### config.mk
export PLATFORM = sky130hd
export DESIGN_NAME = mbus_seq
export DESIGN_NICKNAME = d
export VERILOG_FILES = /design/src/rtl/mbus_pkg.sv /design/src/rtl/mbus_seq_fsm.sv /design/src/rtl/mbus_strobe_gen.sv /design/src/rtl/mbus_pad_ctl.sv /design/src/rtl/mbus_seq.sv
export SDC_FILE = /design/constraint.sdc
export NUM_CORES = 1
export LEC_CHECK = 0
export CAP_MARGIN = 20
export CORE_UTILIZATION = 48
export CTS_BUF_LIST = sky130_fd_sc_hd__clkbuf_8
export CTS_CLUSTER_DIAMETER = 60
export CTS_CLUSTER_SIZE = 20
export DETAILED_ROUTE_END_ITERATION = 12
export PLACE_DENSITY = 0.82
export SYNTH_ARGS = -nofsm -noshare
export SYNTH_HDL_FRONTEND = slang
export SYNTH_SLANG_ARGS = --single-unit
### constraint.sdc
create_clock -name clk -period 2.66 [get_ports clk]
set_clock_uncertainty 0.1 [all_clocks]
set_input_delay 0.532 -clock clk [delete_from_list [all_inputs] [get_ports clk]]
set_output_delay 0.532 -clock clk [all_outputs]
set_load 0.05 [all_outputs]
### src/rtl/mbus_pkg.sv
package mbus_pkg;

    typedef enum logic [2:0] {
        K_FETCH = 3'd0,
        K_MRD   = 3'd1,
        K_MWR   = 3'd2,
        K_IORD  = 3'd3,
        K_IOWR  = 3'd4,
        K_IACK  = 3'd5,
        K_IDLE  = 3'd6,
        K_HALT  = 3'd7
    } bus_kind_e;

    typedef enum logic [3:0] {
        ST_IDLE     = 4'd0,
        ST_T1       = 4'd1,
        ST_T2       = 4'd2,
        ST_TW       = 4'd3,
        ST_T3       = 4'd4,
        ST_T4       = 4'd5,
        ST_HALT     = 4'd6,
        ST_HOLD     = 4'd7,
        ST_HALTHOLD = 4'd8
    } seq_state_e;

    function automatic logic kind_writes(input bus_kind_e k);
        return (k == K_MWR) || (k == K_IOWR);
    endfunction

    // {io_m, s1, s0}
    function automatic logic [2:0] kind_status(input bus_kind_e k);
        case (k)
            K_FETCH: return 3'b011;
            K_MRD:   return 3'b010;
            K_MWR:   return 3'b001;
            K_IORD:  return 3'b110;
            K_IOWR:  return 3'b101;
            K_IACK:  return 3'b111;
            K_IDLE:  return 3'b010;
            default: return 3'b000;
        endcase
    endfunction

    function automatic logic in_strobe_phase(input seq_state_e s);
        return (s == ST_T2) || (s == ST_TW) || (s == ST_T3);
    endfunction

    function automatic logic in_bus_cycle(input seq_state_e s);
        return (s == ST_T1) || in_strobe_phase(s) || (s == ST_T4);
    endfunction

endpackage

### src/rtl/mbus_seq_fsm.sv
module mbus_seq_fsm
    import mbus_pkg::*;
#(
    parameter int ADDR_W = 16,
    parameter int DATA_W = 8
) (
    input  logic              clk,
    input  logic              rst_n,
    input  logic              req_valid,
    input  logic [2:0]        req_kind,
    input  logic [ADDR_W-1:0] req_addr,
    input  logic [DATA_W-1:0] req_wdata,
    input  logic              ready,
    input  logic              hold,
    input  logic              wake,
    input  logic [DATA_W-1:0] ad_in,
    output seq_state_e        st,
    output bus_kind_e         kind,
    output logic [ADDR_W-1:0] addr,
    output logic [DATA_W-1:0] wdata,
    output logic [DATA_W-1:0] rdata,
    output logic [DATA_W-1:0] keep,
    output logic              done
);

    typedef struct packed {
        seq_state_e        st;
        bus_kind_e         kind;
        logic [ADDR_W-1:0] addr;
        logic [DATA_W-1:0] wdata;
        logic [DATA_W-1:0] rdata;
        logic [DATA_W-1:0] keep;
        logic              done;
    } seq_reg_t;

    seq_reg_t seq_d, seq_q;

    always_comb begin
        seq_d      = seq_q;
        seq_d.done = 1'b0;
        case (seq_q.st)
            ST_IDLE: begin
                if (hold) begin
                    seq_d.st = ST_HOLD;
                end else if (req_valid && !seq_q.done) begin
                    seq_d.kind  = bus_kind_e'(req_kind);
                    seq_d.addr  = req_addr;
                    seq_d.wdata = req_wdata;
                    seq_d.st    = (bus_kind_e'(req_kind) == K_HALT) ? ST_HALT : ST_T1;
                end
            end
            ST_T1: seq_d.st = ST_T2;
            ST_T2, ST_TW: seq_d.st = ready ? ST_T3 : ST_TW;
            ST_T3: begin
                if (kind_writes(seq_q.kind)) begin
                    seq_d.keep = seq_q.wdata;
                end else begin
                    seq_d.keep  = ad_in;
                    seq_d.rdata = ad_in;
                end
                if (seq_q.kind == K_FETCH) begin
                    seq_d.st = ST_T4;
                end else begin
                    seq_d.st   = ST_IDLE;
                    seq_d.done = 1'b1;
                end
            end
            ST_T4: begin
                seq_d.st   = ST_IDLE;
                seq_d.done = 1'b1;
            end
            ST_HALT: begin
                if (wake) begin
                    seq_d.st   = ST_IDLE;
                    seq_d.done = 1'b1;
                end else if (hold) begin
                    seq_d.st = ST_HALTHOLD;
                end
            end
            ST_HOLD: begin
                if (!hold) seq_d.st = ST_IDLE;
            end
            ST_HALTHOLD: begin
                if (!hold) begin
                    seq_d.st   = ST_IDLE;
                    seq_d.done = 1'b1;
                end
            end
            default: seq_d.st = ST_IDLE;
        endcase
    end

    always_ff @(posedge clk or negedge rst_n) begin
        if (!rst_n) begin
            seq_q.st    <= ST_IDLE;
            seq_q.kind  <= K_IDLE;
            seq_q.addr  <= '0;
            seq_q.wdata <= '0;
            seq_q.rdata <= '0;
            seq_q.keep  <= '0;
            seq_q.done  <= 1'b0;
        end else begin
            seq_q <= seq_d;
        end
    end

    assign st    = seq_q.st;
    assign kind  = seq_q.kind;
    assign addr  = seq_q.addr;
    assign wdata = seq_q.wdata;
    assign rdata = seq_q.rdata;
    assign keep  = seq_q.keep;
    assign done  = seq_q.done;

    // a low READY sample in T2 or a wait state yields another wait state
    p_wait_insert_r6: assert property (@(posedge clk) disable iff (!rst_n)
        ((seq_q.st == ST_T2 || seq_q.st == ST_TW) && !ready) |=> (seq_q.st == ST_TW));

    // done lasts exactly one clock, and no request is taken while it is high
    p_done_pulse_r5: assert property (@(posedge clk) disable iff (!rst_n)
        seq_q.done |=> !seq_q.done);
    p_no_accept_on_done_r5: assert property (@(posedge clk) disable iff (!rst_n)
        (seq_q.st == ST_IDLE && seq_q.done && !hold) |=> (seq_q.st == ST_IDLE));

    // wake releases a plain halt
    p_halt_wake_r10: assert property (@(posedge clk) disable iff (!rst_n)
        (seq_q.st == ST_HALT && wake) |=> (seq_q.st == ST_IDLE && seq_q.done));

    // once hold is taken in halt, only dropping hold leaves
    p_halthold_stays_r11: assert property (@(posedge clk) disable iff (!rst_n)
        (seq_q.st == ST_HALTHOLD && hold) |=> (seq_q.st == ST_HALTHOLD));

endmodule

### src/rtl/mbus_strobe_gen.sv
module mbus_strobe_gen
    import mbus_pkg::*;
(
    input  logic       clk,
    input  logic       rst_n,
    input  seq_state_e st,
    input  bus_kind_e  kind,
    output logic       ale,
    output logic       rd_n,
    output logic       wr_n,
    output logic       inta_n,
    output logic       ctl_oe,
    output logic       io_m,
    output logic       io_m_oe,
    output logic       s1,
    output logic       s0,
    output logic       s_oe,
    output logic       hlda,
    output logic       halted
);

    logic       floated;
    logic       strobing;
    logic [2:0] code;

    always_comb begin
        floated  = (st == ST_HOLD) || (st == ST_HALTHOLD);
        strobing = in_strobe_phase(st);
        code     = kind_status(kind);

        ale    = (st == ST_T1);
        rd_n   = !(strobing && (kind == K_FETCH || kind == K_MRD || kind == K_IORD));
        wr_n   = !(strobing && kind_writes(kind));
        inta_n = !(strobing && kind == K_IACK);
        ctl_oe = !floated;
        hlda   = floated;
        halted = (st == ST_HALT) || (st == ST_HALTHOLD);

        if (st == ST_HALT || st == ST_HALTHOLD) begin
            io_m = 1'b0;
            s1   = 1'b0;
            s0   = 1'b0;
        end else begin
            io_m = code[2];
            s1   = code[1];
            s0   = code[0];
        end
        io_m_oe = !floated && !halted;
        s_oe    = !floated;
    end

    // never two strobes at once
    p_one_strobe_r4: assert property (@(posedge clk) disable iff (!rst_n)
        $countones({~rd_n, ~wr_n, ~inta_n}) <= 1);

    // status frozen after T1 until the cycle ends
    p_status_stable_r3: assert property (@(posedge clk) disable iff (!rst_n)
        (in_strobe_phase(st) || st == ST_T4) |-> $stable({io_m, s1, s0}));

endmodule

### src/rtl/mbus_pad_ctl.sv
module mbus_pad_ctl
    import mbus_pkg::*;
#(
    parameter int ADDR_W = 16,
    parameter int DATA_W = 8,
    localparam int HI_W  = ADDR_W - DATA_W
) (
    input  seq_state_e        st,
    input  bus_kind_e         kind,
    input  logic [ADDR_W-1:0] addr,
    input  logic [DATA_W-1:0] wdata,
    input  logic [DATA_W-1:0] keep,
    output logic [DATA_W-1:0] ad_out,
    output logic              ad_oe,
    output logic [HI_W-1:0]   a_hi,
    output logic              a_hi_oe
);

    always_comb begin
        a_hi    = addr[ADDR_W-1:DATA_W];
        a_hi_oe = !(st == ST_HOLD || st == ST_HALTHOLD);
        ad_out  = keep;
        ad_oe   = 1'b0;
        if (st == ST_T1) begin
            ad_out = addr[DATA_W-1:0];
            ad_oe  = 1'b1;
        end else if (in_strobe_phase(st) && kind_writes(kind)) begin
            ad_out = wdata;
            ad_oe  = 1'b1;
        end else if (st == ST_HALT) begin
            ad_out = keep;
            ad_oe  = 1'b1;
        end
    end

endmodule

### src/rtl/mbus_seq.sv
module mbus_seq
    import mbus_pkg::*;
#(
    parameter int ADDR_W = 16,
    parameter int DATA_W = 8,
    localparam int HI_W  = ADDR_W - DATA_W
) (
    input  logic              clk,
    input  logic              rst_n,
    input  logic              req_valid,
    input  logic [2:0]        req_kind,
    input  logic [ADDR_W-1:0] req_addr,
    input  logic [DATA_W-1:0] req_wdata,
    output logic              req_done,
    output logic [DATA_W-1:0] rd_data,
    input  logic              ready,
    input  logic              hold,
    input  logic              wake,
    input  logic [DATA_W-1:0] ad_in,
    output logic [DATA_W-1:0] ad_out,
    output logic              ad_oe,
    output logic [HI_W-1:0]   a_hi,
    output logic              a_hi_oe,
    output logic              ale,
    output logic              rd_n,
    output logic              wr_n,
    output logic              inta_n,
    output logic              ctl_oe,
    output logic              io_m,
    output logic              io_m_oe,
    output logic              s1,
    output logic              s0,
    output logic              s_oe,
    output logic              hlda,
    output logic              halted
);

    seq_state_e        st;
    bus_kind_e         kind;
    logic [ADDR_W-1:0] addr;
    logic [DATA_W-1:0] wdata;
    logic [DATA_W-1:0] keep;

    mbus_seq_fsm #(.ADDR_W(ADDR_W), .DATA_W(DATA_W)) u_fsm (
        .clk       (clk),
        .rst_n     (rst_n),
        .req_valid (req_valid),
        .req_kind  (req_kind),
        .req_addr  (req_addr),
        .req_wdata (req_wdata),
        .ready     (ready),
        .hold      (hold),
        .wake      (wake),
        .ad_in     (ad_in),
        .st        (st),
        .kind      (kind),
        .addr      (addr),
        .wdata     (wdata),
        .rdata     (rd_data),
        .keep      (keep),
        .done      (req_done)
    );

    mbus_strobe_gen u_strobe (
        .clk     (clk),
        .rst_n   (rst_n),
        .st      (st),
        .kind    (kind),
        .ale     (ale),
        .rd_n    (rd_n),
        .wr_n    (wr_n),
        .inta_n  (inta_n),
        .ctl_oe  (ctl_oe),
        .io_m    (io_m),
        .io_m_oe (io_m_oe),
        .s1      (s1),
        .s0      (s0),
        .s_oe    (s_oe),
        .hlda    (hlda),
        .halted  (halted)
    );

    mbus_pad_ctl #(.ADDR_W(ADDR_W), .DATA_W(DATA_W)) u_pad (
        .st      (st),
        .kind    (kind),
        .addr    (addr),
        .wdata   (wdata),
        .keep    (keep),
        .ad_out  (ad_out),
        .ad_oe   (ad_oe),
        .a_hi    (a_hi),
        .a_hi_oe (a_hi_oe)
    );

    // acknowledge only with every driver released
    p_hold_float_r8: assert property (@(posedge clk) disable iff (!rst_n)
        hlda |-> (!ad_oe && !a_hi_oe && !ctl_oe && !io_m_oe && !s_oe));

    // latch enable is a single-clock pulse
    p_ale_single_r1: assert property (@(posedge clk) disable iff (!rst_n)
        ale |=> !ale);

    // halt shows no strobe and status 00
    p_halt_quiet_r9: assert property (@(posedge clk) disable iff (!rst_n)
        (halted && !hlda) |-> (rd_n && wr_n && inta_n && !s1 && !s0 && ad_oe));

endmodule

Yosys cells after proc, flatten, opt, wreduce, memory -nomap -nowiden

Index checks and enable logic that the tools add are counted.

Register bits: 48
Input bits: 41
Output and inout bits: 39
Logic and storage cells: 76

Equality and inequality tests: 18
Multiplexer cells: 23
Bitwise logic cells: 2
Reductions and logical operators: 26

Operators by type and width:

| cell               | number |
|---|---|
| $mux 31            | 1 |
| $mux 8             | 3 |
| $pmux 4 s6         | 1 |
| $pmux 3 s6         | 1 |
| $eq 4x3->1 const B | 4 |
| $mux 4             | 4 |
| $eq 3x3->1 const B | 4 |
| $mux 1             | 9 |
| $mux 3             | 3 |
| $eq 4x2->1 const B | 2 |
| $logic_or 1x1->1   | 7 |
| $eq 3x2->1 const B | 2 |
| $logic_not 1->1    | 6 |
| $reduce_and 3->1   | 2 |
| $reduce_or 2->1    | 3 |
| $logic_and 1x1->1  | 5 |
| $eq 4x1->1 const B | 1 |
| $eq 4x4->1 const B | 1 |
| $logic_not 4->1    | 1 |
| $pmux 1 s4         | 1 |
| $eq 3x1->1 const B | 1 |
| $logic_not 3->1    | 1 |
| $ne 3x2->1 const B | 1 |
| $ne 3x3->1 const B | 1 |
| 3 further kinds    | 4 |

Longest topological paths before layout

Gate-level depths: netlist of the first run.

Depth after elaboration: 6
Depth in mapped cells: 6

By module

From an unflattened synthesis of the first run, not the netlist that was laid out.

Cells, all modules: 240
Area total of the unflattened synthesis: 2740.1 um2

Modules (own cells, without submodules):

| module          | times used | cells each | area each (um2) | seq. area each (um2) |
|---|---|---|---|---|
| mbus_seq_fsm    | 1          | 162        | 2195.9          | 1203.7 |
| mbus_pad_ctl    | 1          | 50         | 339.1           | 0.0 |
| mbus_strobe_gen | 1          | 28         | 205.2           | 0.0 |

Least setup slack after synthesis of the first run

No wires, ideal clock.

Path type: flip-flop to output port
From: reg u_fsm.kind[2] (netlist name)
To: out ad_oe
Data arrival time: 2.780 ns
Required time: 2.028 ns
Slack: -0.752 ns
Stages on the path, launching flop included: 6
Cells stage by stage: dfstp_2 -> buf_2 -> xor2_1 -> and2_1 -> a21oi_1 -> o41ai_1

Cells in the longest elaborated chain, start to end: 5
Elaborated cells on any way between the ends: 6
Classes of those cells: 2 x eq/ne; 2 x mux; 2 x reduce/logical

Ends and longest elaborated chain:

| element                                         | RTL line           | source |
|---|---|---|
| $eq 3x2->1 / $eq 3x3->1 (equally long branches) | mbus_pkg.sv:27     | `return (k == K_MWR) \|\| (k == K_IOWR);` |
| $logic_or 1x1->1 (*)                            | mbus_pkg.sv:27     |  |
| $logic_and 1x1->1 (*)                           | mbus_pad_ctl.sv:27 | `end else if (in_strobe_phase(st) && kind_writes(kind)) begin` |
| $mux 1 (*)                                      | mbus_pad_ctl.sv:27 |  |
| $mux 1 (*)                                      | mbus_pad_ctl.sv:24 | `if (st == ST_T1) begin` |
| to (decl)                                       | mbus_seq.sv:21     | `output logic ad_oe,` |

Every way passes the cells marked *; elsewhere a longest branch is shown, timed or not.

Final worst setup path of the first run

From: reg u_fsm.st[1] (netlist name)
To: out ad_out[4]

Cells in the longest elaborated chain, start to end: 6
Elaborated cells on any way between the ends: 9
Classes of those cells: 4 x eq/ne; 2 x mux; 3 x reduce/logical

Ends and longest elaborated chain:

| element                        | RTL line           | source |
|---|---|---|
| $eq 4x2->1                     | mbus_pkg.sv:45     | `return (s == ST_T2) \|\| (s == ST_TW) \|\| (s == ST_T3);` |
| $logic_or 1x1->1 (2 in series) | mbus_pkg.sv:45     |  |
| $logic_and 1x1->1              | mbus_pad_ctl.sv:27 |  |
| $mux 8                         | mbus_pad_ctl.sv:27 |  |
| $mux 8 (*)                     | mbus_pad_ctl.sv:24 |  |
| to (decl)                      | mbus_seq.sv:20     | `output logic [DATA_W-1:0] ad_out,` |

Marked as above.

==> flow_summary.toml, run 1 <==
[critical_path]
cp_max_fo = 9
worst_setup_path_end_kind = "primary output"
critPathKind = "flop to primary output"
path_cells = "nor3b_1, o211ai_1, buf_6, mux2i_2, a21oi_4, buf_12"
crit_buf_inv = 2
slowest_delay_ns = 0.49
slowest_stage = "dfrtp_2"
cpLargestDelayFamily = "flip-flops"
crit_arrival_ns = 1.97
worstPathRequired_ns = 2.03
cp-start-kind = "flop"

[clock_network]
cts.sinks = 48
cts-htree-levels = 2
cts_tree = "done"
cts-root-buf = "clkbuf_8"
clk_pin_slew_ns = 0.10
holdBufCountCts = 0
clock_latency_ns = 0.31
clk_path_buf_depth = 2
cts_buffers = 5

[logic_synthesis]
avgSynthCellArea_um2 = 11.48
ys_warn_count = 0
synth-edff-count = 0
ys.flop_type = "dfrtp_1"
synth_top_area_share_pct = 44.97
synth_seq_area_share_pct = 47.02
synth_top_area_cell = "dfrtp_1"
ys_ff_latch = 48
ys_types = 43
synth_area_leaders = "dfrtp_1 (45%), mux2_4 (12%), mux2_2 (6.6%)"
netlist_area_um2 = 2560
syn_nets = 264
syn_inst = 223
synthArstFlopShare_pct = 100.0

[drt]
antenna_left = 0
viasPerCell = 5.321
drc = 0
wl_met2_um = 2961
wl_met3_um = 217
vias = 1990
wirelength_um = 6132
routedWlPerCell_um = 16.40
drtIter0Drc = 140
wl_met1_um = 2808
dr.pass1.iters = 4
highest_layer = "met4"

[sta]
fin_setup_tns_ns = 0
fin_worst_hold_slack_ns = 0.1431
fin_crit_ns = 2.600
rsz0062_at_grt = "true"
maxSlewViolCount = 0
worst_pin_slew_ns = 0.6942
maxSlewHeadroom_pct = 53.29
layout_worst_path_cycle_share_pct = 97.75
setup_viol = 0
final_hold_viol_count = 0
fmax_mhz = 384.6

[global_routing]
antenna_found_initial = 0
first_global_vias = 1921
grt_max_degree = 31
grt_pass1_wl_um = 9494
grt_overflow = 0
track_usage_pct = 23.16

[placed_design]
dp_hpwl_um = 4382
port_buffers = 79
place_congestion = 0.8633

[cells_and_area]
fin_util_pct = 75.23
antenna_cells = 0
regArea_um2 = 1207
final_cell_mix = "clkdlybuf4s50_1 (56), dfrtp_1 (43), nor2_1 (24)"
nFillCells = 354
multi_input_area_um2 = 1341
area_delta_synth_final_pct = 50.10
mostFrequentLayoutCell = "clkdlybuf4s50_1"
drive_gt1_share_pct = 37.50
layout.nets = 344

[outcome]
status = "finished, final reports clean"

[floorplan]
die_w_um = 75.03
die_area_um2 = 5630
pin_count = 80
fp.coreArea_um2 = 5107
die_y_um = 75.03
fp-row-count = 26
initial_core_util_pct = 50.12

[hold_path]
hold_class = "primary input to async pin"

[job]
drv_cap = 0
## sequential cells by signal (all words and copies together) (netlist names)
register     count
u_fsm.addr      16
u_fsm.done       1
u_fsm.keep       8
u_fsm.kind       3
u_fsm.rdata      8
u_fsm.st         4
u_fsm.wdata      8
## routing by layer
metal	GRT usage [%]	vias up
met5	0	-
met4	9.434	0
met1	32.20	977
met3	4.418	13
met2	35.84	58
li1	-	942
## Yosys cell counts (3+ instances only)
cell type,count
inv_1,6
mux2_2,15
nor3b_1,3
buf_2,5
nand3_1,3
mux2i_1,16
or3_1,3
nand2_1,3
nor2_1,24
a211oi_1,3
a21oi_1,24
mux2_4,20
dfrtp_1,46
buf_4,13
nor2b_1,3
## worst register-to-register path, delay by kind of cell (launching register included)
kind	cells	cell delay, ns
flip-flops	1	0.49
multiplexers	1	0.33
buffers and inverters	2	0.38
AND/OR/NAND/NOR	3	0.83
## cell families after synthesis
group | synth area share (%)
AO/OA/AOI/OAI | 9.238
buffers and inverters | 6.842
flip-flops | 47.02
AND/OR/NAND/NOR | 11.63
XOR/XNOR | 0.6844
multiplexers | 24.58
## worst paths after layout
path	start	endpoint	slack (ns)	cells after the start
max	u_fsm.st[1]	ad_out[4]	0.06	6
min	rst_n	u_fsm.rdata[6]	0.14	1
max reg2reg	u_fsm.st[1]	u_fsm.addr[12]	0.43	6
min reg2reg	u_fsm.addr[10]	u_fsm.addr[10]	0.41	1
max in group asynchronous	rst_n	u_fsm.addr[15]	1.67	2
min in group clk	u_fsm.addr[10]	u_fsm.addr[10]	0.41	1
## repair_timing
action / 4_1_cts / 5_1_grt
pin swaps: 0 / 2
setup buffers: 3 / 2
gates cloned: 0 / 0
gates resized for setup: 9 / 5
setup endpoints to repair: 9 / 13
## layout make-up
| type | count | share of cell area [%] |
|---|---|---|
| clock buffer | 5 | 1.791 |
| tap | 70 | 2.279 |
| inverter | 6 | 0.5861 |
| multi-input combinational | 147 | 34.91 |
| clock inverter | 3 | 1.791 |
| timing repair buffer | 95 | 27.22 |
| sequential | 48 | 31.42 |
## per-stage QoR
step / instance area, um^2 / instances / worst slack (ns)
2_1_floorplan: 2678 / 223 / -0.1106
3_3_place_gp: 3613 / 361 / 0.2297
3_5_place_dp: 3613 / 361 / 0.1904
4_1_cts: 3814 / 372 / 0.02387
5_1_grt: 3842 / 374 / -0.01907
6_report: 3842 / 374 / 0.05981
Power of run 1 is left out: the tool's default activity adds up to more than one toggle a clock period on the data nets, which glitch-free logic cannot reach.
==> run 2: changes to the inputs <==
--- a/config.mk
+++ b/config.mk
@@ -5,6 +5,7 @@
 export SDC_FILE = /design/constraint.sdc
 export NUM_CORES = 1
 export LEC_CHECK = 0
+export ABC_CLOCK_PERIOD_IN_PS = 2660
 export CAP_MARGIN = 20
 export CORE_UTILIZATION = 48
 export CTS_BUF_LIST = sky130_fd_sc_hd__clkbuf_8
==> results of run 2 <==
Final layout, timing and power as in run 1 (identical DEF).
Power of run 2 is left out for the same reason.
